### src/rtl/qps_pkg.sv
package qps_pkg;
  localparam int GROUP_N = 4;
  localparam int IDX_W   = $clog2(GROUP_N);

  typedef enum logic [1:0] {
    SEQ_IDLE  = 2'd0,
    SEQ_STEP1 = 2'd1,
    SEQ_STEP2 = 2'd2
  } seq_state_e;
endpackage

### src/rtl/qps_capture.sv
module qps_capture #(
  parameter int DATA_W = 32
) (
  input  logic                                     clk,
  input  logic                                     rst,
  input  logic                                     accept,
  input  logic [DATA_W-1:0]                        sample,
  output logic [qps_pkg::GROUP_N-2:0][DATA_W-1:0]  held,
  output logic                                     grp_done
);
  localparam int LAST = qps_pkg::GROUP_N - 1;

  logic [qps_pkg::IDX_W-1:0] idx_q;

  assign grp_done = accept && (idx_q == qps_pkg::IDX_W'(LAST));

  always_ff @(posedge clk) begin
    if (rst) begin
      idx_q <= '0;
    end else if (accept) begin
      if (idx_q == qps_pkg::IDX_W'(LAST)) idx_q <= '0;
      else                                idx_q <= idx_q + 1'b1;
    end
  end

  // The last sample of a group bypasses the buffer and goes straight to the sequencer.
  for (genvar g = 0; g < LAST; g++) begin : g_slot
    always_ff @(posedge clk) begin
      if (accept && idx_q == qps_pkg::IDX_W'(g)) held[g] <= sample;
    end
  end
endmodule

### src/rtl/qps_mul_seq.sv
module qps_mul_seq #(
  parameter int DATA_W = 32
) (
  input  logic                                     clk,
  input  logic                                     rst,
  input  logic                                     start,
  input  logic [qps_pkg::GROUP_N-2:0][DATA_W-1:0]  held,
  input  logic [DATA_W-1:0]                        last_sample,
  output logic                                     busy,
  output logic                                     push,
  output logic [DATA_W-1:0]                        result
);
  import qps_pkg::*;

  function automatic logic [DATA_W-1:0] wrap_mul(input logic [DATA_W-1:0] a,
                                                 input logic [DATA_W-1:0] b);
    wrap_mul = a * b;
  endfunction

  seq_state_e       state_q;
  logic [DATA_W-1:0] acc_q, op2_q, op3_q;
  logic [DATA_W-1:0] mul_a, mul_b, mul_y;

  always_comb begin
    case (state_q)
      SEQ_STEP1: begin mul_a = acc_q;   mul_b = op2_q;   end
      SEQ_STEP2: begin mul_a = acc_q;   mul_b = op3_q;   end
      default:   begin mul_a = held[0]; mul_b = held[1]; end
    endcase
  end

  assign mul_y  = wrap_mul(mul_a, mul_b);
  assign busy   = (state_q != SEQ_IDLE);
  assign push   = (state_q == SEQ_STEP2);
  assign result = mul_y;

  always_ff @(posedge clk) begin
    if (rst) begin
      state_q <= SEQ_IDLE;
    end else begin
      case (state_q)
        SEQ_IDLE: if (start) begin
          acc_q   <= mul_y;
          op2_q   <= held[2];
          op3_q   <= last_sample;
          state_q <= SEQ_STEP1;
        end
        SEQ_STEP1: begin
          acc_q   <= mul_y;
          state_q <= SEQ_STEP2;
        end
        default: state_q <= SEQ_IDLE;
      endcase
    end
  end
endmodule

### src/rtl/qps_out_buf.sv
module qps_out_buf #(
  parameter int DATA_W = 32
) (
  input  logic              clk,
  input  logic              rst,
  input  logic              push,
  input  logic [DATA_W-1:0] push_data,
  input  logic              out_ready,
  output logic              out_valid,
  output logic [DATA_W-1:0] out_data,
  output logic              hold_full
);
  logic              spare_v;
  logic [DATA_W-1:0] spare_d;
  logic              pop;

  assign pop       = out_valid && out_ready;
  assign hold_full = spare_v;

  always_ff @(posedge clk) begin
    if (rst) begin
      out_valid <= 1'b0;
      spare_v   <= 1'b0;
    end else begin
      if (!out_valid) begin
        if (push) begin out_valid <= 1'b1; out_data <= push_data; end
      end else if (pop) begin
        if (spare_v) begin
          out_data <= spare_d;
          spare_v  <= push;
          if (push) spare_d <= push_data;
        end else if (push) begin
          out_data <= push_data;
        end else begin
          out_valid <= 1'b0;
        end
      end else if (push) begin
        spare_v <= 1'b1;
        spare_d <= push_data;
      end
    end
  end
endmodule

### src/rtl/quad_product_stream.sv
module quad_product_stream #(
  parameter int DATA_W = 32
) (
  input  logic              clk,
  input  logic              rst,
  input  logic              in_valid,
  output logic              in_ready,
  input  logic [DATA_W-1:0] in_data,
  output logic              out_valid,
  input  logic              out_ready,
  output logic [DATA_W-1:0] out_data
);
  logic [qps_pkg::GROUP_N-2:0][DATA_W-1:0] held;
  logic              accept, grp_done, seq_busy, prod_push, hold_full;
  logic [DATA_W-1:0] prod_data;

  assign in_ready = !hold_full;
  assign accept   = in_valid && in_ready;

  qps_capture #(.DATA_W(DATA_W)) u_cap (
    .clk(clk), .rst(rst), .accept(accept), .sample(in_data),
    .held(held), .grp_done(grp_done)
  );

  qps_mul_seq #(.DATA_W(DATA_W)) u_seq (
    .clk(clk), .rst(rst), .start(grp_done), .held(held), .last_sample(in_data),
    .busy(seq_busy), .push(prod_push), .result(prod_data)
  );

  qps_out_buf #(.DATA_W(DATA_W)) u_obuf (
    .clk(clk), .rst(rst), .push(prod_push), .push_data(prod_data),
    .out_ready(out_ready), .out_valid(out_valid), .out_data(out_data),
    .hold_full(hold_full)
  );
endmodule

### config.mk
export PLATFORM = sky130hd
export DESIGN_NAME = quad_product_stream
export DESIGN_NICKNAME = d
export VERILOG_FILES = /design/src/rtl/qps_pkg.sv /design/src/rtl/qps_capture.sv /design/src/rtl/qps_mul_seq.sv /design/src/rtl/qps_out_buf.sv /design/src/rtl/quad_product_stream.sv
export SDC_FILE = /design/constraint.sdc
export NUM_CORES = 1
export LEC_CHECK = 0
export BUFFER_PORTS_ARGS = -buffer_cell sky130_fd_sc_hd__buf_2
export CORE_MARGIN = 4
export CORE_UTILIZATION = 32
export CTS_BUF_LIST = sky130_fd_sc_hd__clkbuf_16
export CTS_CLUSTER_SIZE = 28
export DETAILED_ROUTE_END_ITERATION = 10
export PLACE_DENSITY_LB_ADDON = 0.2
export SYNTH_ARGS = -nofsm -noshare
export SYNTH_HDL_FRONTEND = slang
export SYNTH_SLANG_ARGS = --single-unit
### constraint.sdc
create_clock -name clk -period 23 [get_ports clk]
set_clock_uncertainty 0.1 [all_clocks]
set_input_delay 4.6 -clock clk [delete_from_list [all_inputs] [get_ports clk]]
set_output_delay 4.6 -clock clk [all_outputs]
set_load 0.01 [all_outputs]
### Word level (Yosys, flattened, before mapping)

Index checks and enable logic that the tools add are counted.

* latch bits: 0
* memories: 0
* memory bits (read-only): 0
* output and inout bits: 34
* word-level logic and storage cells: 61
* memory bits (writable): 0
* flip-flop bits (word level): 262

* divide/modulo/power cells: 0
* eq/ne operators: 8
* $lt $le $gt $ge: 0
* muxes and demuxes: 21
* $mul: 1
* reduce and logical (&&, ||, !) cells: 17
* shifts and indexed selects: 0
* bitwise operators: 1
* add/sub/neg operators: 1

Operator list (number)
* $mux W32: 9
* $pmux W32 S2: 2
* $mul A32 B32 Y32: 1
* $reduce_and A3 Y1: 3
* $mux W1: 7
* $eq A2 B2 Y1 const B: 3
* $logic_and A1 B1 Y1: 6
* $eq A2 B1 Y1 const B: 2
* $logic_not A2 Y1: 2
* $mux W2: 2
* $ne A2 B2 Y1 const B: 2
* $pmux W2 S2: 1
* $reduce_and A2 Y1: 2
* $reduce_bool A2 Y1: 2
* $add A2 B1 Y2 const B: 1
* $ne A2 B1 Y1 const B: 1
* $reduce_or A2 Y1: 1
* $logic_not A1 Y1: 1
* $not A1 Y1: 1

### Logic depth before layout (Yosys ltp)

* word-level depth: 8
* depth in mapped cells: 38
* mapped depth without buffers: 32

### By module

Synthesis repeated with hierarchy kept, for this count alone.

* cell total of the unflattened synthesis: 2295
* area total of the unflattened synthesis: 25463.2 µm²

Modules (own cells, without submodules)
* qps_mul_seq: sequential area each 2922.8 µm², instances 1, cells each 1996, area an instance 19510.0 µm²
* qps_capture: sequential area each 2922.8 µm², instances 1, cells each 112, area an instance 3041.7 µm²
* qps_out_buf: sequential area each 1961.9 µm², instances 1, cells each 185, area an instance 2901.5 µm²
* quad_product_stream: sequential area each 0.0 µm², instances 1, cells each 2, area an instance 10.0 µm²

### Worst setup path before layout

OpenSTA, ideal clock, no wires.

* path type: register to register
* from: register u_seq.state_q[0]
* to: register u_obuf.out_data[30], data pin
* slack: 14.122 ns
* arrival: 8.509 ns
* cell stages (with the launch flop): 35
* library setup time: 0.269 ns
* required time: 22.631 ns
* path buffers: 7
* cell sequence: dfxtp_1 inv_1 ha_1 buf_6 buf_8 buf_6 buf_6 buf_2 buf_1 mux2i_1 clkbuf_1 nor2_1 fa_1 fa_1 fa_1 inv_1 fa_1 inv_1 fa_1 inv_1 fa_1 inv_1 fa_1 fa_1 ha_1 a21oi_1 o21ai_0 a21oi_1 o21ai_0 a2111oi_0 o31ai_1 a31oi_1 xnor2_1 mux2i_1 o21ai_0

* cells in the longest elaborated chain, start to end: 8
* elaborated cells on any way between the ends: 10
* classes of those cells: mul (1); eq/ne (2); mux (6); reduce/logical (1)

Ends and longest elaborated chain
* start: declaration: RTL line qps_mul_seq.sv:20 `seq_state_e state_q;`
* start signal: assignment: RTL line qps_mul_seq.sv:39 `state_q <= SEQ_IDLE;`
* start signal: assignment: RTL line qps_mul_seq.sv:46 `state_q <= SEQ_STEP1;`
* start signal: assignment: RTL line qps_mul_seq.sv:50 `state_q <= SEQ_STEP2;`
* $eq A2 B1 Y1 / $eq A2 B2 Y1 (equally long branches): RTL line qps_mul_seq.sv:25 `case (state_q)`
* $reduce_or A2 Y1 (no source line)
* $mux W32: RTL line qps_mul_seq.sv:25
* $mul A32 B32 Y32 (*): RTL line qps_mul_seq.sv:17 `wrap_mul = a * b;`
* via prod_data[30]: RTL line quad_product_stream.sv:15 `logic [DATA_W-1:0] prod_data;`
* $mux W32 (*): RTL line qps_out_buf.sv:26, qps_out_buf.sv:32
* $mux W32: RTL line qps_out_buf.sv:28 `if (spare_v) begin`
* $mux W32: RTL line qps_out_buf.sv:27 `end else if (pop) begin`
* $mux W32 (*): RTL line qps_out_buf.sv:25 `if (!out_valid) begin`
* end signal: assignment: RTL line qps_out_buf.sv:29 `out_data <= spare_d;`
* end signal: assignment: RTL line qps_out_buf.sv:33 `out_data <= push_data;`
* end: declaration: RTL line qps_out_buf.sv:10 `output logic [DATA_W-1:0] out_data,`

The timed path passes the listed nets; every way through them passes the cells marked *. The select of a mux whose other input is x is not followed.
A chain may end at the register's enable or synchronous reset.

### Final worst setup path

Ends and elaborated chain as after synthesis.

==> impl_results.html <==
<table>
<tr><th>Metric</th><th>Value</th></tr>
<tr><th colspan="2">Run status</th></tr>
<tr><td>Outcome</td><td>complete, no violations</td></tr>
<tr><th colspan="2">STA</th></tr>
<tr><td>Max-slew violation count</td><td>0</td></tr>
<tr><td>Final total negative setup slack</td><td>0 ps</td></tr>
<tr><td>Setup repair after global routing missed its margin</td><td>no</td></tr>
<tr><td>Portion of the clock cycle consumed by the worst path in the final layout</td><td>between 40% and 50%</td></tr>
<tr><td>Worst-case headroom to the max-slew limit</td><td>a little under an eighth</td></tr>
<tr><td>Final hold violation count</td><td>0</td></tr>
<tr><td>Final setup violation count</td><td>0</td></tr>
<tr><td>Slew at the pin with the worst max-slew slack</td><td>1320 ps</td></tr>
<tr><td>Shortest period the worst path allows</td><td>10550 ps</td></tr>
<tr><td>Highest clock frequency the design can meet</td><td>between 90 and 100 MHz</td></tr>
<tr><th colspan="2">Setup path</th></tr>
<tr><td>Arr. time, crit path</td><td>10860 ps</td></tr>
<tr><td>Number of cells on the worst reg-to-reg path</td><td>31</td></tr>
<tr><td>CP max FO</td><td>50</td></tr>
<tr><td>Type of element launching the critical path</td><td>register</td></tr>
<tr><td>Category of the most critical setup path</td><td>reg -&gt; reg</td></tr>
<tr><td>Dominant cell type by count on the critical path</td><td>sky130_fd_sc_hd__fa_1</td></tr>
<tr><td>Category of the worst setup path capture point</td><td>register</td></tr>
<tr><td>Critical path's slowest cell</td><td>sky130_fd_sc_hd__a21oi_1</td></tr>
<tr><td>Delay of the slowest cell on the worst path</td><td>1030 ps</td></tr>
<tr><td>Required time of the worst setup path</td><td>23320 ps</td></tr>
<tr><th colspan="2">Synth</th></tr>
<tr><td>Count of yosys warnings during synthesis</td><td>0</td></tr>
<tr><td>Flip-flop and latch count after synthesis</td><td>262</td></tr>
<tr><td>Post-Synthesis Net Count</td><td>between 2000 and 3000</td></tr>
<tr><td>Synthesized instance count</td><td>2336</td></tr>
<tr><td>Commonest register cell after synthesis</td><td>sky130_fd_sc_hd__edfxtp_1</td></tr>
<tr><td>Number of enable flip-flop cells after synthesis</td><td>256</td></tr>
<tr><td>Synthesized area</td><td>25400 sq um</td></tr>
<tr><td>Mapped Avg Cell Area</td><td>10.9 sq um</td></tr>
<tr><td>Synth async-reset ratio</td><td>0%</td></tr>
<tr><td>Share of the yosys chip area belonging to registers</td><td>30.8%</td></tr>
<tr><td>Count of cell types in the netlist</td><td>60</td></tr>
<tr><th colspan="2">Die</th></tr>
<tr><td>Io pins</td><td>70</td></tr>
<tr><td>Core area</td><td>78000 sq um</td></tr>
<tr><td>Initial standard-cell utilization of the core</td><td>around a third</td></tr>
<tr><td>Horizontal die dimension</td><td>290 microns</td></tr>
<tr><td>Die area</td><td>between 80000 and 90000 sq um</td></tr>
<tr><td>Cell Rows</td><td>102</td></tr>
<tr><td>Height of the die</td><td>290 microns</td></tr>
<tr><th colspan="2">Final layout</th></tr>
<tr><td>Area Overhead vs Synth</td><td>9.53%</td></tr>
<tr><td>Most used cells in the layout excluding fill and tap cells</td><td>sky130_fd_sc_hd__inv_1 (428), sky130_fd_sc_hd__fa_1 (408), sky130_fd_sc_hd__nor2_1 (336), sky130_fd_sc_hd__nand2_1 (275), sky130_fd_sc_hd__edfxtp_1 (256)</td></tr>
<tr><td>Most common cell after layout, fill and taps aside</td><td>sky130_fd_sc_hd__inv_1</td></tr>
<tr><td>Count of nets after finishing</td><td>between 2000 and 3000</td></tr>
<tr><td>Share of final-layout standard cells stronger than drive strength 1</td><td>9.20%</td></tr>
<tr><th colspan="2">Routing</th></tr>
<tr><td>Via density</td><td>4.92</td></tr>
<tr><td>Number of DRC violations after detailed-routing iteration 0</td><td>1134</td></tr>
<tr><td>Router iterations before antenna repair</td><td>5</td></tr>
<tr><td>Routed length per instance</td><td>23.3 microns</td></tr>
<tr><td>Routed met1 length</td><td>34.8 mm</td></tr>
<tr><td>Highest metal layer with signal wires</td><td>met4</td></tr>
<tr><td>DR WL met3</td><td>4.76 mm</td></tr>
<tr><td>DR DRC count</td><td>0</td></tr>
<tr><td>Met2 Wirelength</td><td>36.9 mm</td></tr>
<tr><td>Overall via count from detail_route</td><td>17000</td></tr>
<tr><td>Post-DRT Antenna Nets</td><td>0</td></tr>
<tr><td>Wire length reported by the detailed router</td><td>about 80 mm</td></tr>
<tr><th colspan="2">Min path</th></tr>
<tr><td>Worst hold-check path type</td><td>reg -&gt; reg</td></tr>
<tr><td>Hold path depth</td><td>0</td></tr>
<tr><th colspan="2">Clocking</th></tr>
<tr><td>Clock latency reported for the late side of the worst-skew pair</td><td>580 ps</td></tr>
<tr><td>Hold buffer count at cts</td><td>0</td></tr>
<tr><td>Setup bufs post-CTS</td><td>0</td></tr>
<tr><td>Level count of the clock H-tree</td><td>1</td></tr>
<tr><td>Clock-pin slew on the worst setup and hold paths</td><td>60 ps</td></tr>
<tr><td>CTS tree</td><td>yes</td></tr>
<tr><td>Maximum buffer depth of the clock tree</td><td>3</td></tr>
<tr><td>Number of cells upsized or downsized after cts</td><td>0</td></tr>
<tr><td>Number of buffers inserted during clock tree synthesis</td><td>26</td></tr>
<tr><td>Master cell of the clock root buffer</td><td>sky130_fd_sc_hd__clkbuf_16</td></tr>
<tr><td># clock sinks</td><td>262</td></tr>
<tr><th colspan="2">GRT</th></tr>
<tr><td>Pin count of the biggest net entering global routing</td><td>between 60 and 70</td></tr>
<tr><td>Total track usage</td><td>19.4%</td></tr>
<tr><td>Wire length of the first global-routing pass</td><td>119 mm</td></tr>
<tr><td>Via count of the first global-routing pass</td><td>18000</td></tr>
<tr><td>Final global-route overflow total</td><td>0</td></tr>
<tr><td>Number of antenna violations at the first check in global routing</td><td>1</td></tr>
<tr><th colspan="2">Place</th></tr>
<tr><td>Half-perimeter wire length of the detailed placement result</td><td>about 63 mm</td></tr>
<tr><td>Final weighted congestion in routability-driven placement</td><td>0.940</td></tr>
<tr><td>Input/output buffers</td><td>69</td></tr>
<tr><th colspan="2">Run</th></tr>
<tr><td>Maximum Capacitance Violations</td><td>0</td></tr>
</table>
[state kept, by name, summed over array words and instances (netlist names)]
| name | cells |
|---|---|
| u_cap.held | 96 |
| u_cap.idx_q | 2 |
| u_obuf.hold_full | 1 |
| u_obuf.out_data | 32 |
| u_obuf.out_valid | 1 |
| u_obuf.spare_d | 32 |
| u_seq.acc_q | 32 |
| u_seq.op2_q | 32 |
| u_seq.op3_q | 32 |
| u_seq.state_q | 2 |
[routing by layer]
layer / GRT usage, % / up-vias
met5: 0 / -
met4: 8.18 / 0
met3: 2.55 / 130
met2: 30.9 / 564
met1: 26.9 / 8884
li1: - / 7416
[metrics by stage]
stage | std cells | area, sq um | util [%] | hold slack (ps) | setup slack [ps]
after CTS | 3452 | 27800 | 35.6 | 286 | 12650
after global routing | 3452 | 27800 | 35.6 | 292 | 12030
final | 3453 | 27800 | 35.6 | 292 | 12450
after detailed placement | 3406 | 27000 | 34.6 | 305 | 12730
after global placement | 3406 | 27000 | 34.6 | 300 | 12890
after floorplan | 2336 | 25400 | - | 300 | 14120
[cell families (layout without fill, tap and decap cells)]
family,after synthesis,count (layout),synth area share (%)
AND/OR/NAND/NOR,656,656,10.1
adder cells (fa/ha/maj),539,539,38.7
buffers and inverters,506,582,8.07
flip-flops,262,262,30.8
AO/OA/AOI/OAI,206,206,5.39
multiplexers,87,87,3.90
XOR/XNOR,80,80,3.09
other,0,1,0
[worst paths after layout]
kind                                       from                            end  slack (ps)
setup reg to reg  u_seq.state_q[0]$_SDFFE_PP0P_  u_obuf.out_data[30]$_DFFE_PP_       12450
hold / removal         u_cap.held[72]$_DFFE_PP_       u_seq.op2_q[8]$_DFFE_PP_         290
hold reg to reg        u_cap.held[72]$_DFFE_PP_       u_seq.op2_q[8]$_DFFE_PP_         290
setup / recovery  u_seq.state_q[0]$_SDFFE_PP0P_  u_obuf.out_data[30]$_DFFE_PP_       12450
[critical path, delay by kind of cell (launching register included)]
| family | cells | cell delay [ps] |
|---|---|---|
| muxes | 1 | 160 |
| adders and majority gates | 10 | 4870 |
| AOI/OAI and AO/OA | 9 | 2800 |
| xor gates and xnor gates | 1 | 340 |
| DFF | 1 | 370 |
| and+or+nand+nor | 2 | 340 |
| buffers and inverters | 8 | 1340 |
[area by class of cell]
class / count / area, sq um
Inverter: 425 / 1600
Timing Repair Buffer: 111 / 661
Clock buffer: 26 / 651
Antenna cell: 1 / 2.50
Clock inverter: 20 / 170
Sequential cell: 262 / 7810
Tap cell: 1040 / 1300
Multi-Input combinational cell: 1568 / 15600
Fill cell: 7764 / 50200
[synthesized netlist by cell type (all sizes together), types with 3 or more instances]
cell	number	area (sq um)
ha	131	1640
xnor3	5	113
a21boi	3	22.5
or2	9	56.3
mux2i	60	682
a21o	39	299
nor3	3	15.0
nand4	4	25.0
fa	408	8170
edfxtp	256	7690
o21a	6	45.0
nor2	342	1290
o31ai	4	30.0
xnor2	66	593
nand3	3	15.0
a21oi	63	368
dfxtp	6	120
nand2	276	1040
clkbuf	51	191
a22o	6	52.6
a211oi	4	30.0
mux2	27	308
o21ai	41	205
and2	8	50.1
a22oi	26	200
nor2b	6	37.5
inv	424	1590
buf	30	262
xor2	9	78.8
Power is not shown: default switching activity piles up to over one toggle a cycle in this logic, so the estimate is an artifact.
